**src/rtl/pic_pkg.sv**
```systemverilog
package pic_pkg;
    localparam int ADDR_W = 8;
    localparam logic [ADDR_W-1:0] A_MODE = 8'h00;
    localparam logic [ADDR_W-1:0] A_VEC  = 8'h20;
    localparam logic [ADDR_W-1:0] A_EN   = 8'h40;
    localparam logic [ADDR_W-1:0] A_DIS  = 8'h41;
    localparam logic [ADDR_W-1:0] A_CLR  = 8'h42;
    localparam logic [ADDR_W-1:0] A_EOI  = 8'h43;
    localparam logic [ADDR_W-1:0] A_SPUR = 8'h44;
    localparam logic [ADDR_W-1:0] A_VRD  = 8'h45;
    localparam int MODE_EDGE_BIT = 3;
endpackage

```
**src/rtl/pic_src_bank.sv**
```systemverilog
module pic_src_bank
    import pic_pkg::*;
#(
    parameter int NSRC   = 32,
    parameter int PRIO_W = 3,
    parameter int VEC_W  = 32
) (
    input  logic                         clk,
    input  logic                         rst,
    input  logic [NSRC-1:0]              src_i,
    input  logic                         wr_en,
    input  logic [ADDR_W-1:0]            addr,
    input  logic [VEC_W-1:0]             wdata,
    input  logic [NSRC-1:0]              ack_i,
    output logic [NSRC-1:0]              req_q_o,
    output logic [NSRC-1:0]              req_d_o,
    output logic [NSRC-1:0][PRIO_W-1:0]  prio_q_o,
    output logic [NSRC-1:0][PRIO_W-1:0]  prio_d_o,
    output logic [NSRC-1:0][VEC_W-1:0]   vec_o
);
    typedef struct packed {
        logic [NSRC-1:0]             en;
        logic [NSRC-1:0]             edg;
        logic [NSRC-1:0]             pend;
        logic [NSRC-1:0]             prev;
        logic [NSRC-1:0][PRIO_W-1:0] prio;
        logic [NSRC-1:0][VEC_W-1:0]  vec;
    } bank_t;

    bank_t s_d, s_q;
    logic [NSRC-1:0] rise, clr;

    always_comb begin
        s_d  = s_q;
        rise = src_i & ~s_q.prev;
        clr  = '0;
        s_d.prev = src_i;
        if (wr_en) begin
            if (addr == A_EN)  s_d.en = s_q.en | wdata[NSRC-1:0];
            if (addr == A_DIS) s_d.en = s_q.en & ~wdata[NSRC-1:0];
            if (addr == A_CLR) clr    = wdata[NSRC-1:0];
            for (int i = 0; i < NSRC; i++) begin
                if (addr == ADDR_W'(A_MODE + i)) begin
                    s_d.prio[i] = wdata[PRIO_W-1:0];
                    s_d.edg[i]  = wdata[MODE_EDGE_BIT];
                end
                if (addr == ADDR_W'(A_VEC + i)) s_d.vec[i] = wdata;
            end
        end
        // a fresh edge outranks a clear or an acknowledge in the same cycle
        s_d.pend = ((s_q.pend & ~clr & ~ack_i) | rise) & s_d.edg;
    end

    always_ff @(posedge clk) begin
        if (rst) s_q <= '0;
        else     s_q <= s_d;
    end

    assign req_q_o  = s_q.en & ((s_q.edg & s_q.pend) | (~s_q.edg & src_i));
    assign req_d_o  = s_d.en & ((s_d.edg & s_d.pend) | (~s_d.edg & src_i));
    assign prio_q_o = s_q.prio;
    assign prio_d_o = s_d.prio;
    assign vec_o    = s_q.vec;

    for (genvar g = 0; g < NSRC; g++) begin : g_chk

        clr_drop_chk: assert property (@(posedge clk) disable iff (rst)
            (wr_en && addr == A_CLR && wdata[g] && !(src_i[g] && !s_q.prev[g]))
            |=> !s_q.pend[g]);

        edge_latch_chk: assert property (@(posedge clk) disable iff (rst)
            (s_d.edg[g] && src_i[g] && !s_q.prev[g]) |=> s_q.pend[g]);
    end
endmodule

```
**src/rtl/pic_arbiter.sv**
```systemverilog
module pic_arbiter #(
    parameter int NSRC   = 32,
    parameter int PRIO_W = 3,
    localparam int IDX_W = $clog2(NSRC)
) (
    input  logic [NSRC-1:0]             req,
    input  logic [NSRC-1:0][PRIO_W-1:0] prio,
    output logic                        valid,
    output logic [IDX_W-1:0]            idx,
    output logic [PRIO_W-1:0]           win_prio
);
    // scan downward; ">=" lets the lower number take a tie
    always_comb begin
        valid    = 1'b0;
        idx      = '0;
        win_prio = '0;
        for (int i = NSRC - 1; i >= 1; i--) begin
            if (req[i] && (!valid || prio[i] >= win_prio)) begin
                valid    = 1'b1;
                idx      = IDX_W'(i);
                win_prio = prio[i];
            end
        end
    end
endmodule

```
**src/rtl/pic_nest_stack.sv**
```systemverilog
module pic_nest_stack #(
    parameter int DEPTH  = 8,
    parameter int PRIO_W = 3
) (
    input  logic              clk,
    input  logic              rst,
    input  logic              push,
    input  logic [PRIO_W-1:0] push_prio,
    input  logic              pop,
    output logic              top_valid_q,
    output logic [PRIO_W-1:0] top_prio_q,
    output logic              top_valid_d,
    output logic [PRIO_W-1:0] top_prio_d
);
    localparam int CNT_W = $clog2(DEPTH + 1);
    localparam int SLOT_W = $clog2(DEPTH);
    localparam logic [CNT_W-1:0] FULL = CNT_W'(DEPTH);

    typedef struct packed {
        logic [DEPTH-1:0][PRIO_W-1:0] slot;
        logic [CNT_W-1:0]             cnt;
    } stk_t;

    stk_t s_d, s_q;

    always_comb begin
        s_d = s_q;
        if (push && s_q.cnt < FULL) begin
            s_d.slot[SLOT_W'(s_q.cnt)] = push_prio;
            s_d.cnt = s_q.cnt + 1'b1;
        end else if (pop && s_q.cnt != '0) begin
            s_d.cnt = s_q.cnt - 1'b1;
        end
    end

    always_ff @(posedge clk) begin
        if (rst) s_q <= '0;
        else     s_q <= s_d;
    end

    assign top_valid_q = (s_q.cnt != '0);
    assign top_prio_q  = s_q.slot[SLOT_W'(s_q.cnt - 1'b1)];
    assign top_valid_d = (s_d.cnt != '0);
    assign top_prio_d  = s_d.slot[SLOT_W'(s_d.cnt - 1'b1)];


    push_order_chk: assert property (@(posedge clk) disable iff (rst)
        (push && s_q.cnt != '0) |-> (push_prio > top_prio_q));

    no_overflow_chk: assert property (@(posedge clk) disable iff (rst)
        push |-> (s_q.cnt < FULL));

    empty_pop_chk: assert property (@(posedge clk) disable iff (rst)
        (pop && !push && s_q.cnt == '0) |=> (s_q.cnt == '0));
endmodule

```
**src/rtl/prio_irq_ctrl.sv**
```systemverilog
module prio_irq_ctrl
    import pic_pkg::*;
#(
    parameter int NSRC   = 32,
    parameter int PRIO_W = 3,
    parameter int VEC_W  = 32,
    parameter int NEST   = 8
) (
    input  logic              clk,
    input  logic              rst,
    input  logic [NSRC-1:0]   src_i,
    input  logic              bus_wr,
    input  logic              bus_rd,
    input  logic [7:0]        bus_addr,
    input  logic [VEC_W-1:0]  bus_wdata,
    output logic [VEC_W-1:0]  bus_rdata,
    output logic              irq_o,
    output logic              fiq_o
);
    localparam int IDX_W = $clog2(NSRC);

    typedef struct packed {
        logic             irq;
        logic             fiq;
        logic [VEC_W-1:0] rdata;
        logic [VEC_W-1:0] spur;
    } top_t;

    top_t s_d, s_q;

    logic [NSRC-1:0]             req_q, req_d, ack;
    logic [NSRC-1:0][PRIO_W-1:0] prio_q, prio_d;
    logic [NSRC-1:0][VEC_W-1:0]  vec;
    logic                        win_v, nx_v;
    logic [IDX_W-1:0]            win_idx, nx_idx;
    logic [PRIO_W-1:0]           win_p, nx_p;
    logic                        top_v_q, top_v_d;
    logic [PRIO_W-1:0]           top_p_q, top_p_d;
    logic                        vrd, grant_now, push, pop;

    pic_src_bank #(.NSRC(NSRC), .PRIO_W(PRIO_W), .VEC_W(VEC_W)) u_bank (
        .clk(clk), .rst(rst), .src_i(src_i), .wr_en(bus_wr), .addr(bus_addr),
        .wdata(bus_wdata), .ack_i(ack), .req_q_o(req_q), .req_d_o(req_d),
        .prio_q_o(prio_q), .prio_d_o(prio_d), .vec_o(vec)
    );

    // present-state winner, used by the vector read
    pic_arbiter #(.NSRC(NSRC), .PRIO_W(PRIO_W)) u_arb_now (
        .req(req_q), .prio(prio_q), .valid(win_v), .idx(win_idx), .win_prio(win_p)
    );

    // next-state winner, used to register the request output
    pic_arbiter #(.NSRC(NSRC), .PRIO_W(PRIO_W)) u_arb_nxt (
        .req(req_d), .prio(prio_d), .valid(nx_v), .idx(nx_idx), .win_prio(nx_p)
    );

    pic_nest_stack #(.DEPTH(NEST), .PRIO_W(PRIO_W)) u_stack (
        .clk(clk), .rst(rst), .push(push), .push_prio(win_p), .pop(pop),
        .top_valid_q(top_v_q), .top_prio_q(top_p_q),
        .top_valid_d(top_v_d), .top_prio_d(top_p_d)
    );

    always_comb begin
        s_d       = s_q;
        vrd       = bus_rd && bus_addr == A_VRD;
        pop       = bus_wr && bus_addr == A_EOI;
        grant_now = win_v && (!top_v_q || win_p > top_p_q);
        push      = vrd && grant_now;
        ack       = '0;
        if (push) ack[win_idx] = 1'b1;
        if (bus_wr && bus_addr == A_SPUR) s_d.spur = bus_wdata;
        s_d.rdata = vrd ? (grant_now ? vec[win_idx] : s_q.spur) : '0;
        s_d.irq   = nx_v && (!top_v_d || nx_p > top_p_d);
        s_d.fiq   = req_d[0];
    end

    always_ff @(posedge clk) begin
        if (rst) s_q <= '0;
        else     s_q <= s_d;
    end

    assign bus_rdata = s_q.rdata;
    assign irq_o     = s_q.irq;
    assign fiq_o     = s_q.fiq;


    spur_read_chk: assert property (@(posedge clk) disable iff (rst)
        (vrd && !win_v) |=> (bus_rdata == $past(s_q.spur)));

    fiq_alone_chk: assert property (@(posedge clk) disable iff (rst)
        (req_d == NSRC'(1)) |=> (fiq_o && !irq_o));

    win_req_chk: assert property (@(posedge clk) disable iff (rst)
        win_v |-> req_q[win_idx]);

    nxt_tie_chk: assert property (@(posedge clk) disable iff (rst)
        nx_v |-> (req_d[nx_idx] && nx_idx != '0));
endmodule

```
**config.mk**
```make
export PLATFORM = sky130hd
export DESIGN_NAME = prio_irq_ctrl
export DESIGN_NICKNAME = d
export VERILOG_FILES = /design/src/rtl/pic_pkg.sv /design/src/rtl/pic_src_bank.sv /design/src/rtl/pic_arbiter.sv /design/src/rtl/pic_nest_stack.sv /design/src/rtl/prio_irq_ctrl.sv
export SDC_FILE = /design/constraint.sdc
export NUM_CORES = 2
export LEC_CHECK = 0
export ABC_AREA = 1
export BUFFER_PORTS_ARGS = -buffer_cell sky130_fd_sc_hd__buf_2
export CAP_MARGIN = 20
export CELL_PAD_IN_SITES_DETAIL_PLACEMENT = 1
export CELL_PAD_IN_SITES_GLOBAL_PLACEMENT = 1
export CORE_MARGIN = 2
export CORE_UTILIZATION = 47
export DETAILED_ROUTE_END_ITERATION = 8
export HOLD_SLACK_MARGIN = 0.15
export PLACE_DENSITY = 0.86
export SLEW_MARGIN = 5
export SYNTH_ARGS = -nofsm -noshare
export SYNTH_HDL_FRONTEND = slang
export SYNTH_SLANG_ARGS = --single-unit
```
**constraint.sdc**
```tcl
create_clock -name clk -period 91 [get_ports clk]
set_input_delay 9.1 -clock clk [delete_from_list [all_inputs] [get_ports clk]]
set_output_delay 9.1 -clock clk [all_outputs]
set_load 0.1 [all_outputs]
```
==> flow_summary.rst <==
.. list-table::
   :header-rows: 1

   * - Metric
     - Value
   * - Util after Layout
     - 0.5200
   * - Post-detailed-placement half-perimeter wirelength
     - 156500 um
   * - Final-report hold violation count
     - 0
   * - Initial Utilization
     - 0.4744
   * - Placeable core region
     - about 130000 um2
   * - Top metal layer carrying routed signals
     - met5
   * - Library cell with the highest instance count after synthesis
     - nor2_1
   * - Critical path data required time
     - 91650 ps
   * - Max Root-Sink Buffers
     - 3
   * - Share of cells above drive strength 1
     - 0.08391
   * - Max Fclk
     - ~0.013 GHz
   * - Final period utilization
     - 0.8696
   * - Sequential cell area
     - 26810 um2
   * - Post-synth EDFFs
     - 0
   * - Buffers on Ports
     - 109
   * - Class of the tightest hold or removal check
     - reg2reg
   * - Fraction of synthesis flops using an asynchronous set or reset pin
     - 0
   * - Skew-Pair Late Insertion Delay
     - 790 ps
   * - Setup violators final
     - 0
   * - Final #Nets
     - 8803
   * - Setup repair after global routing missed its margin
     - no
   * - Cell types with the largest area share after synthesis
     - dfxtp_1 (42%), o21ai_0 (11%), nor2_1 (8.8%)
   * - Routed length on met1
     - 98700 um
   * - Total power
     - around 0.0013 W
   * - Most common cell on crit path
     - nand2_1
   * - Area share of the largest cell type after synthesis
     - 0.4223
   * - Startpoint-to-endpoint class of the critical path
     - in2reg
   * - WP data arrival
     - 79790 ps
   * - Share of the yosys chip area belonging to registers
     - 0.4223
   * - Number of filler cells placed in the layout
     - about 17000
   * - Total negative slack for setup checks
     - 0 ps
   * - Largest area contributor in the netlist
     - dfxtp_1
   * - Detailed-routing iteration count for the pre-antenna-repair pass
     - 6
   * - Shortest period the worst path allows
     - roughly 79000 ps
   * - CTS tree
     - yes
   * - Vias in the first global route
     - ~66000
   * - Final Skew
     - 35.06 ps
   * - Final routed DRC violation total
     - 0
   * - Number of I/O pins
     - 110
   * - Met3 WL
     - 17600 um
   * - Layout overhead on the synthesized area
     - 9.604%
   * - Post-synthesis instance total
     - 8823
   * - Number of antenna violations at the first check in global routing
     - 5
   * - Clock Pin Slew Worst Setup and Hold Paths
     - 60 ps
   * - Crit path capture type
     - flop
   * - Avg Cell Area, Syn
     - 7.194 um2
   * - Peak supply drop
     - about 0.000012 V
   * - Die area
     - 138000 um2
   * - Number of vias per cell
     - 6.103
   * - Largest net degree at the start of global routing
     - 259
   * - CP max-delay cell
     - nand2_1
   * - Number of H-tree levels
     - 4
   * - Post-CTS Setup Repair Bufs
     - 0
   * - Synthesized net count
     - 9065
   * - Maximum fanout encountered on the critical timing path
     - 16
   * - Routed via count
     - about 64000
   * - Status
     - finished, final reports clean
   * - Post-route worst hold slack
     - 453.6 ps
   * - TritonCTS buffer count
     - 146
   * - Minimum setup slack among reg-to-reg paths
     - 19850 ps
   * - Max Cap Viol
     - 0
   * - Category of the worst setup path launch point
     - primary input
   * - Average detailed-routed wire length per instance
     - between 20 and 25 um
   * - Least-Margin Pin Slew
     - 1375 ps
   * - Remaining antenna violation count
     - 0
   * - Drt first-iter violations
     - about 5700
   * - CTS Hold Buffers Added
     - 0
   * - First-pass GRT wire length
     - 381700 um
   * - Std cell rows
     - ~130
   * - Synth warn
     - 0
   * - Die outline width
     - 371.5 um
   * - Number of cells upsized or downsized after cts
     - 0
   * - Post-synthesis instance area
     - 63470 um2
   * - CTS root buf
     - clkbuf_16
   * - Cell area power density
     - 18.02 nW/um2
   * - Flop and latch count out of synthesis
     - 1339
   * - Number of sinks driven by the clock tree
     - 1339
   * - Number of distinct library cells after synthesis
     - 70
   * - Standby leakage power
     - 29.62 nW
   * - Met2 Wirelength
     - roughly 110000 um
   * - Height of the die
     - between 300 and 400 um
   * - Total Wirelength
     - 248500 um
   * - Synth top cells by count
     - nor2_1 (1496), o21ai_0 (1407), dfxtp_1 (1339), inv_1 (933), nand2_1 (896)
   * - Slew margin rel.
     - 0.08334
   * - Routability congestion estimate
     - roughly 0.9
   * - Number of pins exceeding their max-slew limit in the final report
     - 0
   * - All-layer global routing usage
     - 0.3530
   * - Footprint of the multi-input gates
     - 30300 um2
   * - Slowest stage delay, CP
     - 600 ps
   * - Top_reg_cell synth
     - dfxtp_1
   * - GRT overflow
     - 0
## stage by stage
stage / instance area [um2] / std cells / worst slack (ps)
after global placement: 64600 / 10180 / 16360
after global routing: 69560 / 10450 / 3738
after CTS: 69560 / 10440 / 12230
after detailed placement: 64600 / 10180 / 11920
final: 69570 / 10450 / 11860
after floorplan: 63470 / 8823 / 22390
## flip-flops by register name (all words and copies together), names as in the netlist
register / flops
u_bank.vec_o: 1024
u_bank.s_q: 128
u_bank.prio_q_o: 93
bus_rdata: 32
s_q: 32
u_stack.s_q: 28
fiq_o: 1
irq_o: 1
## where the power goes
group | leakage (nW) | switching (W) | total (W) | internal (W)
clock | 2.45 | 0.000255 | 0.000618 | 0.000363
combinational | 16.4 | 0.0000383 | 0.0000469 | 0.00000863
sequential | 10.8 | 0.000000765 | 0.000589 | 0.000588
total | 29.6 | 0.000294 | 0.00125 | 0.000960
## worst max-delay path: cells and delay by family
| family | cells | cell delay [ps] |
|---|---|---|
| adders and majority gates | 62 | 18250 |
| and+or+nand+nor | 274 | 26870 |
| AOI/OAI and AO/OA | 121 | 18740 |
| buffers and inverters | 91 | 6710 |
## area by class of cell
cell class	instances	area share
timing repair buffer	233	0.02189
tap	1768	0.03180
antenna	4	0.0001439
multi-input combinational	5853	0.4355
sequential	1339	0.3853
clock inverter	43	0.008597
clock buffer	220	0.06273
inverter	988	0.05403
## worst paths after layout
| check | start | to | cells past startpoint |
|---|---|---|---|
| hold / removal | u_bank.vec_o[326]$_SDFFE_PP0P_ | u_bank.vec_o[326]$_SDFFE_PP0P_ | 2 |
| setup reg to reg | u_bank.s_q[1215]$_SDFF_PP0_ | irq_o$_SDFF_PP0_ | 547 |
| hold reg to reg | u_bank.vec_o[326]$_SDFFE_PP0P_ | u_bank.vec_o[326]$_SDFFE_PP0P_ | 2 |
| setup / recovery | src_i[31] | irq_o$_SDFF_PP0_ | 548 |
## per-layer routing
layer | vias to the layer above | global-route usage
li1 | 28830 | -
met1 | 31500 | 0.4270
met2 | 2631 | 0.5726
met3 | 812 | 0.05559
met4 | 2 | 0.2510
met5 | - | 0
## cells in the final DEF (no fill, tap or decap), types with 13 or more instances in the layout
cell type and instances:
ha_1 166, nor2_2 29, nand2_4 14, nor2_1 1474
inv_2 27, o2111ai_1 49, nand3_1 224, a21oi_1 651
buf_4 121, nand3_2 22, nand4_1 28, o221ai_1 153
dfxtp_1 1339, a22oi_1 232, buf_2 108, nor3_1 16
or2_2 17, o211ai_1 16, clkinv_1 19, nand2_1 896
o21ai_1 18, a221oi_1 71, mux2i_1 13, o21ai_0 1407
clkbuf_8 40, and2_1 54, clkbuf_1 33, clkbuf_16 148
o22ai_1 82, inv_1 932, nand2_2 118, clkinv_2 21
## cell families after synthesis
kind of cell,after synthesis,synth area share
AND/OR/NAND/NOR,2924,0.1926
XOR/XNOR,5,0.0006899
multiplexers,13,0.002050
buffers and inverters,1631,0.1022
AO/OA/AOI/OAI,2745,0.2475
adder cells (fa/ha/maj),166,0.03272
flip-flops,1339,0.4223
Note: power is estimated with default switching activity, not from simulation.
